===== src/rtl/gpio_irq_pkg.sv =====
package gpio_irq_pkg;
  // Word index decoded from byte address bits [5:2]
  localparam logic [3:0] IDX_LEVEL = 4'd0;
  localparam logic [3:0] IDX_DIRN  = 4'd1;
  localparam logic [3:0] IDX_IEN   = 4'd2;
  localparam logic [3:0] IDX_RAW   = 4'd3;
  localparam logic [3:0] IDX_PEND  = 4'd4;
  localparam logic [3:0] IDX_ACK   = 4'd5;
  localparam logic [3:0] IDX_KIND  = 4'd6;
  localparam logic [3:0] IDX_POL   = 4'd7;
  localparam logic [3:0] IDX_REV   = 4'd8;
  localparam logic [3:0] IDX_ANY   = 4'd9;
  localparam logic [3:0] IDX_LAST  = IDX_ANY;

  localparam logic [31:0] REV_WITH_ANY = 32'd3;
  localparam logic [31:0] REV_NO_ANY   = 32'd2;
endpackage


===== src/rtl/gpio_sync.sv =====
module gpio_sync #(
  parameter int unsigned WIDTH = 32
) (
  input  logic             clk,
  input  logic             rst,
  input  logic [WIDTH-1:0] async_in,
  output logic [WIDTH-1:0] cur_q,
  output logic [WIDTH-1:0] prev_q
);
  logic [WIDTH-1:0] meta_q;

  always_ff @(posedge clk) begin
    if (rst) begin
      meta_q <= '0;
      cur_q  <= '0;
      prev_q <= '0;
    end else begin
      meta_q <= async_in;
      cur_q  <= meta_q;
      prev_q <= cur_q;
    end
  end

  // Checker state: edges seen since reset, saturating
  logic [1:0] warm_q;
  always_ff @(posedge clk) begin
    if (rst)               warm_q <= 2'd0;
    else if (warm_q != 3)  warm_q <= warm_q + 2'd1;
  end

  assert_sync_delay_R9: assert property (@(posedge clk) disable iff (rst)
    (warm_q == 2'd3) |-> (cur_q == $past(async_in, 2)));

  assert_prev_delay_R9: assert property (@(posedge clk) disable iff (rst)
    (warm_q == 2'd3) |-> (prev_q == $past(cur_q)));
endmodule


===== src/rtl/gpio_trig_detect.sv =====
module gpio_trig_detect #(
  parameter int unsigned NPINS = 32
) (
  input  logic [NPINS-1:0] cur,
  input  logic [NPINS-1:0] prev,
  input  logic [NPINS-1:0] is_input,
  input  logic [NPINS-1:0] kind_edge,
  input  logic [NPINS-1:0] pol,
  input  logic [NPINS-1:0] any_edge,
  output logic [NPINS-1:0] evt
);
  for (genvar i = 0; i < NPINS; i++) begin : g_pin
    logic rise, fall, hit;
    always_comb begin
      rise = cur[i] & ~prev[i];
      fall = ~cur[i] & prev[i];
      if (!kind_edge[i])     hit = (cur[i] == pol[i]);
      else if (any_edge[i])  hit = rise | fall;
      else if (pol[i])       hit = rise;
      else                   hit = fall;
      evt[i] = hit & is_input[i];
    end
  end
endmodule


===== src/rtl/gpio_cfg_regs.sv =====
module gpio_cfg_regs
  import gpio_irq_pkg::*;
#(
  parameter int unsigned NPINS        = 32,
  parameter bit          HAS_ANY_EDGE = 1'b1
) (
  input  logic             clk,
  input  logic             rst,
  input  logic             wr_en,
  input  logic [3:0]       wr_idx,
  input  logic [NPINS-1:0] wr_data,
  output logic [NPINS-1:0] level_q,
  output logic [NPINS-1:0] dir_q,
  output logic [NPINS-1:0] oe_q,
  output logic [NPINS-1:0] ien_q,
  output logic [NPINS-1:0] kind_q,
  output logic [NPINS-1:0] pol_q,
  output logic [NPINS-1:0] any_q
);
  always_ff @(posedge clk) begin
    if (rst) begin
      level_q <= '0;
      dir_q   <= '0;
      oe_q    <= '1;
      ien_q   <= '0;
      kind_q  <= '0;
      pol_q   <= '0;
    end else if (wr_en) begin
      case (wr_idx)
        IDX_LEVEL: level_q <= wr_data;
        IDX_DIRN: begin
          dir_q <= wr_data;
          oe_q  <= ~wr_data;
        end
        IDX_IEN:  ien_q  <= wr_data;
        IDX_KIND: kind_q <= wr_data;
        IDX_POL:  pol_q  <= wr_data;
        default: ;
      endcase
    end
  end

  if (HAS_ANY_EDGE) begin : g_any
    always_ff @(posedge clk) begin
      if (rst)                                any_q <= '0;
      else if (wr_en && wr_idx == IDX_ANY)    any_q <= wr_data;
    end
  end else begin : g_no_any
    assign any_q = '0;
  end

  assert_oe_follows_dir_R2: assert property (@(posedge clk) disable iff (rst)
    (wr_en && wr_idx == IDX_DIRN) |=> (oe_q == ~$past(wr_data)));
endmodule


===== src/rtl/gpio_irq_latch.sv =====
module gpio_irq_latch #(
  parameter int unsigned NPINS = 32
) (
  input  logic             clk,
  input  logic             rst,
  input  logic             ack_en,
  input  logic [NPINS-1:0] ack_mask,
  input  logic [NPINS-1:0] evt,
  input  logic [NPINS-1:0] ien,
  output logic [NPINS-1:0] raw_q,
  output logic [NPINS-1:0] pend,
  output logic             irq_q
);
  logic [NPINS-1:0] ack_eff;
  assign ack_eff = ack_en ? ack_mask : '0;
  assign pend    = raw_q & ien;

  always_ff @(posedge clk) begin
    if (rst) begin
      raw_q <= '0;
      irq_q <= 1'b0;
    end else begin
      // A fresh event wins over an acknowledge in the same cycle
      raw_q <= (raw_q & ~ack_eff) | evt;
      irq_q <= |pend;
    end
  end

  assert_ack_clears_R6: assert property (@(posedge clk) disable iff (rst)
    ack_en |=> ((raw_q & $past(ack_mask & ~evt)) == '0));

  assert_unacked_kept_R6: assert property (@(posedge clk) disable iff (rst)
    1'b1 |=> ((raw_q & $past(raw_q & ~ack_eff)) == $past(raw_q & ~ack_eff)));

  assert_irq_tracks_R7: assert property (@(posedge clk) disable iff (rst)
    1'b1 |=> (irq_q == $past(|pend)));
endmodule


===== src/rtl/gpio_irq_ctrl.sv =====
module gpio_irq_ctrl
  import gpio_irq_pkg::*;
#(
  parameter int unsigned NPINS        = 32,
  parameter int unsigned ADDR_W       = 8,
  parameter bit          HAS_ANY_EDGE = 1'b1
) (
  input  logic              clk,
  input  logic              rst,
  input  logic [ADDR_W-1:0] bus_addr,
  input  logic              bus_wr,
  input  logic [31:0]       bus_wdata,
  input  logic              bus_rd,
  output logic [31:0]       bus_rdata,
  input  logic [NPINS-1:0]  pin_in,
  output logic [NPINS-1:0]  pin_out,
  output logic [NPINS-1:0]  pin_oe,
  output logic              irq
);
  localparam logic [31:0] REV_WORD = HAS_ANY_EDGE ? REV_WITH_ANY : REV_NO_ANY;

  function automatic logic [31:0] widen(input logic [NPINS-1:0] v);
    logic [31:0] r;
    r = '0;
    r[NPINS-1:0] = v;
    return r;
  endfunction

  // Address decode: aligned, within the ten-word window
  logic [3:0] idx;
  logic       hit;
  assign idx = bus_addr[5:2];
  assign hit = (bus_addr[ADDR_W-1:6] == '0) && (bus_addr[1:0] == 2'b00)
               && (idx <= IDX_LAST);

  logic wr_ok;
  assign wr_ok = bus_wr && hit;

  logic [NPINS-1:0] level_q, dir_q, oe_q, ien_q, kind_q, pol_q, any_q;
  logic [NPINS-1:0] cur, prev, evt, raw_q, pend;
  logic             irq_q;

  gpio_sync #(.WIDTH(NPINS)) u_sync (
    .clk      (clk),
    .rst      (rst),
    .async_in (pin_in),
    .cur_q    (cur),
    .prev_q   (prev)
  );

  gpio_cfg_regs #(.NPINS(NPINS), .HAS_ANY_EDGE(HAS_ANY_EDGE)) u_cfg (
    .clk     (clk),
    .rst     (rst),
    .wr_en   (wr_ok),
    .wr_idx  (idx),
    .wr_data (bus_wdata[NPINS-1:0]),
    .level_q (level_q),
    .dir_q   (dir_q),
    .oe_q    (oe_q),
    .ien_q   (ien_q),
    .kind_q  (kind_q),
    .pol_q   (pol_q),
    .any_q   (any_q)
  );

  gpio_trig_detect #(.NPINS(NPINS)) u_trig (
    .cur       (cur),
    .prev      (prev),
    .is_input  (dir_q),
    .kind_edge (kind_q),
    .pol       (pol_q),
    .any_edge  (any_q),
    .evt       (evt)
  );

  gpio_irq_latch #(.NPINS(NPINS)) u_latch (
    .clk      (clk),
    .rst      (rst),
    .ack_en   (wr_ok && idx == IDX_ACK),
    .ack_mask (bus_wdata[NPINS-1:0]),
    .evt      (evt),
    .ien      (ien_q),
    .raw_q    (raw_q),
    .pend     (pend),
    .irq_q    (irq_q)
  );

  assign pin_out = level_q;
  assign pin_oe  = oe_q;
  assign irq     = irq_q;

  // Registered read-back
  always_ff @(posedge clk) begin
    if (rst) begin
      bus_rdata <= '0;
    end else if (bus_rd) begin
      bus_rdata <= '0;
      if (hit) begin
        case (idx)
          IDX_LEVEL: bus_rdata <= widen((dir_q & cur) | (~dir_q & level_q));
          IDX_DIRN:  bus_rdata <= widen(dir_q);
          IDX_IEN:   bus_rdata <= widen(ien_q);
          IDX_RAW:   bus_rdata <= widen(raw_q);
          IDX_PEND:  bus_rdata <= widen(pend);
          IDX_KIND:  bus_rdata <= widen(kind_q);
          IDX_POL:   bus_rdata <= widen(pol_q);
          IDX_REV:   bus_rdata <= REV_WORD;
          IDX_ANY:   bus_rdata <= widen(any_q);
          default:   bus_rdata <= '0;
        endcase
      end
    end
  end

  // A raw bit may only rise on a pin that was an input in the cycle before
  assert_output_pin_quiet_R8: assert property (@(posedge clk) disable iff (rst)
    1'b1 |=> (((raw_q & ~$past(raw_q)) & ~$past(dir_q)) == '0));
endmodule


===== config.mk =====
export PLATFORM = sky130hd
export DESIGN_NAME = gpio_irq_ctrl
export DESIGN_NICKNAME = d
export VERILOG_FILES = /design/src/rtl/gpio_irq_pkg.sv /design/src/rtl/gpio_sync.sv /design/src/rtl/gpio_trig_detect.sv /design/src/rtl/gpio_cfg_regs.sv /design/src/rtl/gpio_irq_latch.sv /design/src/rtl/gpio_irq_ctrl.sv
export SDC_FILE = /design/constraint.sdc
export NUM_CORES = 1
export LEC_CHECK = 0
export CORE_ASPECT_RATIO = 1.5
export CORE_MARGIN = 4
export CORE_UTILIZATION = 40
export CTS_BUF_LIST = sky130_fd_sc_hd__clkbuf_4
export DETAILED_ROUTE_END_ITERATION = 7
export DONT_BUFFER_PORTS = 1
export PLACE_DENSITY = 0.54
export SYNTH_ARGS = -nofsm -noshare
export SYNTH_HDL_FRONTEND = slang
export SYNTH_SLANG_ARGS = --single-unit

===== constraint.sdc =====
create_clock -name clk -period 2 [get_ports clk]
set_clock_uncertainty 0.1 [all_clocks]
set_input_delay 0.1 -clock clk [delete_from_list [all_inputs] [get_ports clk]]
set_output_delay 0.1 -clock clk [all_outputs]
set_load 0.02 [all_outputs]

==> flow_summary.rst, run 1 <==
.. list-table::
   :header-rows: 1

   * - Metric
     - Value
   * - Main area contributors after synthesis
     - dfxtp_1 (44%), nand2_1 (11%), a21oi_1 (6.5%)
   * - Num rows
     - 93
   * - Dominant register cell in the synthesized netlist
     - dfxtp_1
   * - Post-synth EDFFs
     - 0
   * - Post-CTS setup buffers
     - 0
   * - Synthesized cell area
     - 17330 um^2
   * - Number of distinct library cells after synthesis
     - 60
   * - Buffer cell driving the clock tree root
     - clkbuf_4
   * - Die Wd
     - 177.9 um
   * - Height of the die
     - 262.9 um
   * - Number of I/O port buffers
     - 0
   * - Maximum clock insertion buffer count
     - 3
   * - Stage where the run ended
     - clock tree synthesis
   * - Final Wtd Congestion
     - 0.9008
   * - H-tree level count
     - 3
   * - Synth Register Bits
     - 385
   * - Cells after synthesis
     - 2090
   * - Share of the synthesized area in the top cell type
     - 0.4449
   * - Starting Density
     - 0.4035
   * - Yosys warning count
     - 0
   * - Post-CTS Hold Buffers
     - 549
   * - Post-DP HPWL
     - 40.95 mm
   * - First error message
     - [ERROR RSZ-0060] Max buffer count reached.
   * - Cell type with the largest total area after synthesis
     - dfxtp_1
   * - Outcome
     - stopped before the end
   * - Post-cts repair resize count
     - 0
   * - Sequential element share of the synthesized area
     - 0.4449
   * - Share of async-settable or async-resettable flops after synthesis
     - 0
   * - Total CTS buffers
     - 98
   * - Syn Area/Cell
     - 8.290 um^2
   * - IO Pins
     - 173
   * - Number of sinks on the clock net
     - 385
   * - Post-synth net total
     - 2230
-- cell usage after synthesis (all sizes together), types with 2 or more instances --
master,count
o22ai,22
or3b,2
a22o,16
nor3,8
or2,2
o211ai,39
buf,84
nand2,513
a21o,5
a221oi,12
ha,64
nor4,2
a2111oi,2
nor2,117
o21ai,63
a31oi,2
clkbuf,81
and3,5
a32o,4
and2,8
xor2,32
mux2i,41
nand3,9
a211oi,14
a21oi,224
o221ai,9
nand2b,11
nand4,5
nor2b,74
a211o,34
dfxtp,385
inv,66
nor3b,10
a221o,5
a22oi,56
mux2,42
a32oi,10
-- kinds of logic after synthesis --
logic type / Yosys count / synth area share
simple gates: 773 / 0.1912
compound gates: 522 / 0.1917
flops: 385 / 0.4449
buf+inv: 231 / 0.05878
mux: 83 / 0.05099
fa+ha+maj: 64 / 0.04622
xor+xnor: 32 / 0.01618
-- per-stage QoR --
step	hold slack (ns)	instances	setup WS, ns	utilization	instance area [um^2]
after floorplan	0.1282	2090	0.3223	-	17330
after global placement	0.1044	2573	0.05371	0.4185	17970
after detailed placement	0.1070	2573	0.08501	0.4185	17970
==> run 2: changes to the inputs <==
--- a/config.mk
+++ b/config.mk
@@ -5,13 +5,11 @@
 export SDC_FILE = /design/constraint.sdc
 export NUM_CORES = 1
 export LEC_CHECK = 0
-export CORE_ASPECT_RATIO = 1.5
 export CORE_MARGIN = 4
-export CORE_UTILIZATION = 40
-export CTS_BUF_LIST = sky130_fd_sc_hd__clkbuf_4
+export CORE_UTILIZATION = 25
 export DETAILED_ROUTE_END_ITERATION = 7
 export DONT_BUFFER_PORTS = 1
-export PLACE_DENSITY = 0.54
+export PLACE_DENSITY_LB_ADDON = 0.15
 export SYNTH_ARGS = -nofsm -noshare
 export SYNTH_HDL_FRONTEND = slang
 export SYNTH_SLANG_ARGS = --single-unit
==> run 2 against run 1 <==
  * The flow now finishes without violations
  * Synthesized cell count stayed put
  * Area after synthesis stayed put
==> flow_summary.rst, run 2 <==
.. list-table::
   :header-rows: 1

   * - Metric
     - Value
   * - Worst Path Required
     - 2.42 ns
   * - Worst Hold Class
     - in2reg
   * - Cell type with the largest total area after synthesis
     - dfxtp_1
   * - Remaining antenna violation count
     - 0
   * - Syn Area/Cell
     - 8.290 um^2 (unchanged)
   * - Most frequent cells in the layout
     - nand2_1 (512), dfxtp_1 (385), dlygate4sd3_1 (331), a21oi_1 (224), nor2_1 (114)
   * - Worst Path Class, Setup
     - in2reg
   * - Setup TNS
     - 0 ns
   * - Share of the synthesized area in the top cell type
     - 0.4449 (unchanged)
   * - Final Hold Vio Count
     - 0
   * - Synthesized cell area
     - 17330 um^2 (unchanged)
   * - Critical-path top delay cell
     - dlygate4sd3_1
   * - Post-layout net count
     - 2535
   * - Yosys warning count
     - 0 (unchanged)
   * - Clk_lat worst skew
     - 0.59 ns
   * - Max-cap violation count
     - 0
   * - IO Pins
     - 173 (unchanged)
   * - Final setup slack of the worst path
     - 0.08151 ns
   * - Outcome
     - complete, no violations
   * - Buffer cell driving the clock tree root
     - clkbuf_16
   * - Cells after synthesis
     - 2090 (unchanged)
   * - Worst IR drop on VDD
     - 0.6259 mV
   * - Height of the die
     - 271.3 um (+3.2%)
   * - Startpoint class of the critical path
     - input port
   * - Leading cell type in the layout, fill and taps excluded
     - nand2_1
   * - Clock transition at the registers of the reported paths
     - 0.06 ns
   * - Total CTS buffers
     - 47 (-52%)
   * - Worst min-delay path startpoint
     - bus_addr[5]
   * - TritonRoute pass-1 iters
     - 5
   * - Sequential element share of the synthesized area
     - 0.4449 (unchanged)
   * - Sum of routed wire segments on met1
     - 32.94 mm
   * - Dominant register cell in the synthesized netlist
     - dfxtp_1
   * - RSZ-0062 raised after global routing
     - true
   * - Number of sinks on the clock net
     - 385 (unchanged)
   * - Max-slew violations
     - 0
   * - Post-synth net total
     - 2230 (unchanged)
   * - Proportion of layout cells with a drive suffix above 1
     - 0.09622
   * - Crit path from
     - bus_addr[5]
   * - GRT Total Usage
     - 0.2015
   * - Peak per-stage delay on the critical path
     - 0.62 ns
   * - Post-synth EDFFs
     - 0 (unchanged)
   * - Setup crit end kind
     - register
   * - Number of standard cells in the final layout excluding fillers
     - 3364
   * - Die area
     - 73580 um^2
   * - Commonest cells in the synthesized netlist
     - nand2_1 (513), dfxtp_1 (385), a21oi_1 (224)
   * - Uppermost metal layer occupied by signal nets
     - met5
   * - Vias after detailed routing
     - 16530
   * - Maximum operating frequency
     - 0.5212 GHz
   * - Pin count of the biggest net entering global routing
     - 266
   * - Relative slew margins
     - 0.5014
   * - Worst Tran Pin Value
     - 0.7480 ns
   * - Max Fanout on Critical Path
     - 19
   * - Num rows
     - 96 (+3.2%)
   * - Launch point of the worst reg-to-reg path
     - u_cfg.level_q[1]
   * - H-tree level count
     - 2 (-1)
   * - Final Util
     - 0.3449
   * - DRC
     - 0
   * - Die Wd
     - 271.3 um (+52%)
   * - Maximum clock insertion buffer count
     - 3 (unchanged)
   * - Ratio of total power to cell area
     - 752.1 nW/um^2
   * - DR iter-0 viols
     - 1294
   * - Main area contributors after synthesis
     - dfxtp_1 (44%), nand2_1 (11%), a21oi_1 (6.5%)
   * - Detailed route wirelength on metal2
     - 35.42 mm
   * - Global route overflow
     - 0
   * - Wire length of the first global-routing pass
     - 112.1 mm
   * - Total Wirelength
     - 76.50 mm
   * - Synth Register Bits
     - 385 (unchanged)
   * - Total power after layout
     - 17790 uW
   * - Worst-path cell chain
     - dlygate4sd3_1 -> inv_1 -> buf_4 -> nor3_4 -> buf_12 -> nand2_1 -> a21oi_1 -> dlygate4sd3_1
   * - Post-CTS setup buffers
     - 0 (unchanged)
   * - Fill cell count
     - 7175
   * - Number of antenna violations at the first check in global routing
     - 1
   * - Worst EP arrival
     - 2.34 ns
   * - Vias per Instance
     - 4.913
   * - CTS tree
     - built
   * - WL/cell
     - 22.74 um
   * - Part of the cycle the worst path needs
     - 0.9592
   * - Final Wtd Congestion
     - 0.8463 (-6.1%)
   * - Static Leakage
     - 0.008943 uW
   * - Number of distinct library cells after synthesis
     - 60 (unchanged)
   * - Dominant cell type by count on the critical path
     - dlygate4sd3_1
   * - Post-DP HPWL
     - 46.72 mm (+14%)
   * - Setup slack at placement
     - 0.2108 ns (+0.1258 ns)
   * - Std-Cell Core Area
     - 68590 um^2
   * - Layout overhead on the synthesized area
     - 36.53%
   * - Detail Route met3 WL
     - 5.761 mm
   * - Top-count cell post-synth
     - nand2_1
   * - Number of I/O port buffers
     - 0 (unchanged)
   * - Starting Density
     - 0.2526 (-0.1509)
   * - Number of endpoints failing setup at the final stage
     - 0
   * - Number of global-route vias before repair
     - 16500
   * - Final Critical Period
     - 1.918 ns
   * - Instance count after placement with tap cells included
     - 2941 (+14%)
   * - Share of async-settable or async-resettable flops after synthesis
     - 0 (unchanged)
## run 2: cell counts after synthesis
No cell type changed its count.
## run 2: routing by layer
metal	global-route usage	up-vias
met5	0	-
li1	-	7747
met4	0.06391	2
met1	0.2626	8088
met3	0.04605	135
met2	0.3315	557
## run 2: area by class of cell
cell class | count | area, um^2 | area share
clock inverters | 23 | 252.7 | 0.01069
flip-flops and latches | 385 | 7707 | 0.3258
inverters | 66 | 247.7 | 0.01047
diodes | 1 | 2.502 | 0.0001058
repair buffers | 421 | 4264 | 0.1803
clock buffers | 63 | 1379 | 0.05829
well taps | 931 | 1165 | 0.04925
multi-input cells | 1474 | 8636 | 0.3651
## run 2: repair_timing
action,in CTS,in global routing
gates resized for setup,0,3
setup endpoints to repair,0,9
hold endpoints to repair,385,0
hold buffers,336,0
## run 2: per-stage QoR
step	instance area, um^2	hold slack, ns
floorplan	17330	0.1282
global placement	18600	0.09754
detailed placement	18600	0.09807
CTS	23640	0.002669
global route	23650	0.03477
finish	23650	0.03838
## run 2: power breakdown
part / switching [uW] / total (uW) / internal (uW) / leakage (uW)
clock: 3610 / 9080 / 5470 / 0.000803
combinational: 523 / 889 / 367 / 0.00502
sequential: 64.3 / 7820 / 7750 / 0.00312
total: 4200 / 17800 / 13600 / 0.00894
## run 2: critical path, delay by kind of cell
kind            cells  cell delay [ns]
compound gates      1             0.14
buf+inv             5             1.76
simple gates        2             0.31
## run 2: cells by family (layout without fill, tap and decap cells)
| logic type | Yosys count | after routing | share of synthesized area |
|---|---|---|---|
| simple gates | 773 | 773 | 0.1912 |
| flops | 385 | 385 | 0.4449 |
| mux | 83 | 83 | 0.05099 |
| compound gates | 522 | 522 | 0.1917 |
| buf+inv | 231 | 573 | 0.05878 |
| fa+ha+maj | 64 | 64 | 0.04622 |
| xor+xnor | 32 | 32 | 0.01618 |
| other cells | 0 | 1 | 0 |
## run 2: worst paths after layout
check	end	slack [ns]	depth (start not counted)
max reg2reg	bus_rdata[1]	0.11	5
max	u_cfg.any_q[5]	0.08	8
min	bus_rdata[14]	0.04	4
min reg2reg	u_sync.cur_q[21]	0.34	1
(Power assumes the default switching activity.)
